File: src/rtl/spi_eeprom_slave.sv
module spi_eeprom_slave #(
  parameter int ADDR_W = 13,
  parameter int PAGE_W = 5
) (
  input  logic              clk,
  input  logic              rst,
  input  logic              cs_n,
  input  logic              sck,
  input  logic              si,
  output logic              so,
  output logic              so_en,
  output logic [ADDR_W-1:0] mem_addr,
  input  logic [7:0]        mem_rdata,
  input  logic              wr_allow,
  input  logic              wr_busy,
  output logic              wr_stb,
  output logic [7:0]        wr_data,
  output logic              wr_go,
  output logic [2:0]        prot_cfg
);
  typedef enum logic [2:0] {C_OPC, C_IGN, C_READ, C_RDSR, C_WRITE, C_WRSR} cmd_t;

  logic [2:0] cs_s, sck_s;
  logic [1:0] si_s;
  logic [2:0] bitc;
  logic [1:0] bytc;
  logic [7:0] sh_in, sh_out;
  logic [ADDR_W-1:0] addr;
  cmd_t cmd;
  logic wel, wpen, oe, reload, got, adv;
  logic [1:0] bp;

  always_ff @(posedge clk) begin
    if (rst) begin
      cs_s <= '1; sck_s <= '0; si_s <= '0;
    end else begin
      cs_s <= {cs_s[1:0], cs_n};
      sck_s <= {sck_s[1:0], sck};
      si_s <= {si_s[0], si};
    end
  end

  wire sel   = ~cs_s[1];
  wire rise  = sel & sck_s[1] & ~sck_s[2];
  wire fall  = sel & ~sck_s[1] & sck_s[2];
  wire cs_up = cs_s[1] & ~cs_s[2];
  wire last  = rise & (bitc == 3'd7);
  wire [7:0] byte_in = {sh_in[6:0], si_s[1]};
  wire [7:0] status  = wr_busy ? 8'hFF : {wpen, 3'b000, bp, wel, 1'b0};
  wire [7:0] nxt     = (cmd == C_RDSR) ? status : mem_rdata;

  assign so       = sh_out[7];
  assign so_en    = oe & ~cs_n;
  assign mem_addr = addr;
  assign prot_cfg = {wpen, bp};

  always_ff @(posedge clk) begin
    if (rst) begin
      bitc <= '0; bytc <= '0; sh_in <= '0; sh_out <= '0; addr <= '0;
      cmd <= C_OPC; wel <= 1'b0; wpen <= 1'b0; bp <= '0; oe <= 1'b0;
      reload <= 1'b0; got <= 1'b0; adv <= 1'b0;
      wr_stb <= 1'b0; wr_data <= '0; wr_go <= 1'b0;
    end else begin
      wr_stb <= 1'b0;
      wr_go  <= 1'b0;
      adv    <= 1'b0;
      if (adv) addr[PAGE_W-1:0] <= addr[PAGE_W-1:0] + 1'b1;
      if (cs_up) begin
        bitc <= '0; bytc <= '0; cmd <= C_OPC; oe <= 1'b0; reload <= 1'b0; got <= 1'b0;
        if (got) begin
          wr_go <= 1'b1;
          wel   <= 1'b0;
        end
      end else begin
        if (rise) begin
          sh_in <= byte_in;
          bitc  <= bitc + 1'b1;
        end
        if (last) begin
          if (bytc != 2'd3) bytc <= bytc + 1'b1;
          case (cmd)
            C_OPC: begin
              cmd <= C_IGN;
              if (byte_in[7:4] == 4'h0 && (!wr_busy || byte_in[2:0] == 3'b101)) begin
                case (byte_in[2:0])
                  3'b110: wel <= 1'b1;
                  3'b100: wel <= 1'b0;
                  3'b101: begin cmd <= C_RDSR; reload <= 1'b1; end
                  3'b001: cmd <= wel ? C_WRSR : C_IGN;
                  3'b011: cmd <= C_READ;
                  3'b010: cmd <= wel ? C_WRITE : C_IGN;
                  default: cmd <= C_IGN;
                endcase
              end
            end
            C_READ, C_WRITE: begin
              if (bytc == 2'd1) addr[ADDR_W-1:8] <= byte_in[ADDR_W-9:0];
              if (bytc == 2'd2) begin
                addr[7:0] <= byte_in;
                if (cmd == C_READ) reload <= 1'b1;
              end
              if (bytc == 2'd3) begin
                if (cmd == C_READ) begin
                  addr   <= addr + 1'b1;
                  reload <= 1'b1;
                end else begin
                  adv <= 1'b1;
                  if (wr_allow) begin
                    wr_stb  <= 1'b1;
                    wr_data <= byte_in;
                    got     <= 1'b1;
                  end
                end
              end
            end
            C_WRSR: if (bytc == 2'd1 && wr_allow) begin
              wpen <= byte_in[7];
              bp   <= byte_in[3:2];
              got  <= 1'b1;
            end
            C_RDSR: reload <= 1'b1;
            default: ;
          endcase
        end
        if (fall) begin
          if (reload) begin
            sh_out <= nxt;
            oe     <= 1'b1;
            reload <= 1'b0;
          end else begin
            sh_out <= {sh_out[6:0], 1'b0};
          end
        end
      end
    end
  end
endmodule

File: config.mk
export PLATFORM = sky130hd
export DESIGN_NAME = spi_eeprom_slave
export DESIGN_NICKNAME = d
export VERILOG_FILES = /design/src/rtl/spi_eeprom_slave.sv
export SDC_FILE = /design/constraint.sdc
export NUM_CORES = 1
export LEC_CHECK = 0
export BUFFER_PORTS_ARGS = -buffer_cell sky130_fd_sc_hd__buf_2
export CORE_MARGIN = 2
export CORE_UTILIZATION = 56
export DETAILED_ROUTE_END_ITERATION = 7
export GPL_TIMING_DRIVEN = 0
export PLACE_DENSITY = 0.76
export SETUP_SLACK_MARGIN = 0.2
export SLEW_MARGIN = 20
export SYNTH_ARGS = -nofsm -noshare
export SYNTH_HDL_FRONTEND = slang
export SYNTH_SLANG_ARGS = --single-unit
File: constraint.sdc
create_clock -name clk -period 2.7 [get_ports clk]
set_input_delay 0.81 -clock clk [delete_from_list [all_inputs] [get_ports clk]]
set_output_delay 0.81 -clock clk [all_outputs]
set_load 0.05 [all_outputs]
### Word-level counts from Yosys, hierarchy flattened

Index checks and enable logic that the tools add are counted.
W data, S select, Z words.

* register bits: 62
* bits of input ports: 15
* logic and storage cells: 126

* add/sub/neg operators: 4
* equal/unequal tests: 20
* mux-type cells: 39
* bitwise gates (word level): 17
* reductions and logical operators: 26

Operator list (count)
* $mux W8: 4
* $mux W13: 2
* $mux W5: 5
* $mux W1: 21
* $eq A3 B3 Y1 const B: 6
* $add A13 B1 Y13 const B: 1
* $eq A3 B2 Y1 const B: 4
* $ne A2 B2 Y1 const B: 6
* $pmux W3 S4: 1
* $reduce_and A6 Y1: 2
* $not A1 Y1: 10
* $reduce_and A2 Y1: 5
* $mux W3: 3
* $reduce_bool A2 Y1: 4
* $and A1 B1 Y1: 7
* $reduce_or A2 Y1: 3
* $reduce_or A6 Y1: 1
* $add A5 B1 Y5 const B: 1
* $reduce_and A5 Y1: 1
* $reduce_or A5 Y1: 1
* $eq A2 B2 Y1 const B: 2
* $logic_not A4 Y1: 1
* $pmux W1 S2: 2
* $reduce_and A4 Y1: 1
* 11 further kinds: 12

### Logic depth before layout (Yosys ltp)

* word-level depth: 9
* depth in mapped cells: 9
* gate-level depth less buffers: 7

### Worst setup path after synthesis

No wires, ideal clock.

* kind: input to output
* start: input cs_n
* end: output so_en
* arrival time: 1.499 ns
* data required time: 1.890 ns
* setup slack: 0.391 ns
* stages on the path: 1
* buffers on the path: 0
* cells stage by stage: nor2b_1

* longest elaborated chain between the ends: 2

RTL lines
* start, declared: line 7 `input logic cs_n,`
* $not A1 Y1: line 53 `assign so_en = oe & ~cs_n;`
* $and A1 B1 Y1: line 53
* end, declared: line 11 `output logic so_en,`

No other way between the ends.

### Worst setup path in the final report

* start: register bitc[0]
* end: register addr[1] (netlist: mem_addr[1])

* longest elaborated chain between the ends: 4

RTL lines
* start, declared: line 25 `logic [2:0] bitc;`
* start signal, assigned: line 77 `bitc <= bitc + 1'b1;`
* $eq A3 B3 Y1: line 47 `wire last = rise & (bitc == 3'd7);`
* $and A1 B1 Y1: line 47
* $mux W5: line 79 `if (last) begin`
* $mux W5: line 68 `if (cs_up) begin`
* end signal, assigned by index: line 67 `if (adv) addr[PAGE_W-1:0] <= addr[PAGE_W-1:0] + 1'b1;`
* end signal, assigned by index: line 97 `if (bytc == 2'd1) addr[ADDR_W-1:8] <= byte_in[ADDR_W-9:0];`
* end signal, assigned: line 99 `addr[7:0] <= byte_in;`
* end, declared: line 28 `logic [ADDR_W-1:0] addr;`

No other way between the ends.
A chain may end at the register's enable or synchronous reset.

==> results.tsv <==
metric	value	unit
p_leak	1.370	nW
finalPower	1.712	mW
hpwl	5.332	mm
rsz0062_at_grt	no	
root_buffer	clkbuf_8	
insertedDiodeCount	0	
cts_resized	0	
dr_wl_met2	3.487	mm
internal_power	1.323	mW
syn_area	0.003037	sq mm
synth_edf_count	0	
path_max_fanout	10	
fp.dieW	77.64	microns
async_flop_share	0	%
clock_sinks	62	
synth_area_leaders	dfxtp_1 41%, nor2_1 6.8%, a21oi_1 6.6%	
synth-main-ff-cell	dfxtp_1	
dp_slack	0.5119	ns
initial_utilization	58.71	%
endpoint_kind	flop	
fmax	453.8	MHz
drc_errors	0	
dieArea	0.006028	sq mm
numCtsBuffers	9	
status	finished clean	
fin_crit_sh	81.61	%
ys_seq_elements	62	
power_density	487.8	mW/mm^2
ant_nets	0	
grt.total_usage	26.68	%
post_drt_wl_per_cell	15.40	microns
power_frac_seq	54.1	%
drt_iter0_markers	221	
cts_tree	built	
hp-class	reg2reg	
synth_cell_type_count	60	
grt_pass1_wl	12.56	mm
ios	43	
yosysWarnings	0	
cp.arrival	2.42	ns
synthCells	363	
vias_per_cell	5.812	
clock-skew-final	0.009162	ns
hold_viol	0	
ir_worst_vdd	0.3667	mV
yosysMostFrequentCell	dfxtp_1	
final_layout_size_suffix_gt1_share	17.38	%
postCtsSetupBuffers	0	
wl_met3	500	microns
areaGrowthSynthToFinish	15.57	%
pwr-share-clk	42.0	%
yosysSeqAreaShare	40.87	%
cp-start-kind	flop	
worstPathRequired	2.91	ns
num_rows	26	
htreeDepth	3	
antenna_found_initial	0	
gp_congestion	0.9268	
clk_pin_slew_worst_paths	0.07	ns
p_sw	389.0	uW
synth_top_cell_by_area	dfxtp_1	
wl_met1	3.481	mm
num_vias	2848	
core_region_area	0.005172	sq mm
final_util	67.85	%
fin_tns_setup	0	ns
synth.cells.most_frequent	62 x dfxtp_1, 55 x nor2_1, 40 x a21oi_1	
synth_top_area_share	40.87	%
final-max-slew-violation-count	0	
synthesis.nets	384	
gr-total-overflow	0	
wl	7.545	mm
die_h	77.64	microns
cap_viol_max_count	0	
final_nets	437	
grt_max_degree	11	
syn_avg_cell_area	8.365	sq um
clockBufferDepth	2	
critPathKind	reg2reg	
dr.max_layer_used	met4	
worst_pin_slew	0.6426	ns
hold_slack	0.4096	ns
grt_pass1_vias	2506	
io_buffers	42	
insertion_delay	0.33	ns
cts_hold_buf	0	
drtPass1Iterations	5	
max-slew-margin-rel	56.98	%
p_sw_share	22.72	%
finalSetupViolCount	0	
comb_power_share	3.9	%
layout_setup_ws	0.4965	ns
period_minus_slack	2.204	ns
-- area by class of cell --
type	instances	area, sq um
fillers	448	1663
multi-input cells	269	1642
flip-flops and latches	62	1241
repair buffers	42	210.2
clock buffers	12	155.1
plain buffers	25	127.6
well taps	70	87.58
inverters	7	26.28
clock inverters	3	20.02
-- placed cells by master, fill, tap and decap left out, types with 9 or more instances in the layout --
master,Yosys,final
clkbuf_8,0,11
nor2b_1,9,9
a21oi_1,40,40
buf_2,0,42
nor3_1,11,11
dfxtp_1,62,62
o21ai_0,18,18
nand2_1,23,23
clkbuf_1,18,19
mux2i_1,13,13
nand3_1,10,10
nor2_1,55,55
-- final timing paths --
path	start	endpoint	slack [ns]	cells past startpoint
worst min register to register	cs_s[0]	cs_s[1]	0.41	1
worst min-delay path	cs_s[0]	cs_s[1]	0.41	1
worst max-delay path	bitc[0]	mem_addr[1]	0.50	8
worst max register to register	bitc[0]	mem_addr[1]	0.50	8
-- stage by stage --
step                      std cells  area (sq um)
after floorplan                 363          3037
after global placement          475          3334
after detailed placement        475          3334
after CTS                       490          3510
after global routing            490          3510
final                           490          3510
-- power groups by stage --
stage / Sequential (mW) / Combinational [mW] / Clock (mW)
after detailed placement: 0.947 / 0.0663 / 0
final: 0.926 / 0.0669 / 0.719
after global placement: 0.946 / 0.0651 / 0
after global routing: 0.926 / 0.0731 / 0.784
after CTS: 0.926 / 0.0665 / 0.734
after floorplan: 0.951 / 0.0344 / 0
-- cell families (layout without fill, tap and decap cells) --
| kind of cell | count (synthesis) | count (layout) | share of synthesized area, % |
|---|---|---|---|
| DFF | 62 | 62 | 40.87 |
| xor gates and xnor gates | 7 | 7 | 2.019 |
| and+or+nand+nor | 152 | 152 | 26.45 |
| muxes | 14 | 14 | 4.656 |
| AOI/OAI and AO/OA | 90 | 90 | 18.46 |
| buffers and inverters | 32 | 89 | 5.068 |
| adders and majority gates | 6 | 6 | 2.472 |
-- layer usage --
| layer | track usage (%) | vias up |
|---|---|---|
| met4 | 7.857 | 0 |
| met2 | 41.90 | 101 |
| met3 | 6.047 | 8 |
| met1 | 36.64 | 1345 |
| met5 | 0 | - |
| li1 | - | 1394 |
-- flip-flops by register name (all words and copies together) (netlist names), 2 cells and up --
register  count
bytc          2
sh_in         7
cs_s          3
wr_data       8
mem_addr     13
cmd           3
sck_s         3
bp            2
si_s          2
sh_out        8
bitc          3
-- worst max-delay path, stage by stage (launching register included) --
cell and delay, ns:
dfxtp_1 0.36, ha_1 0.16, ha_1 0.15, nand4bb_1 0.12, buf_6 0.17, nor4_4 0.54, nor2_2 0.16, a222oi_1 0.35
nor2_1 0.06
Note: power is estimated with default switching activity, not from simulation.
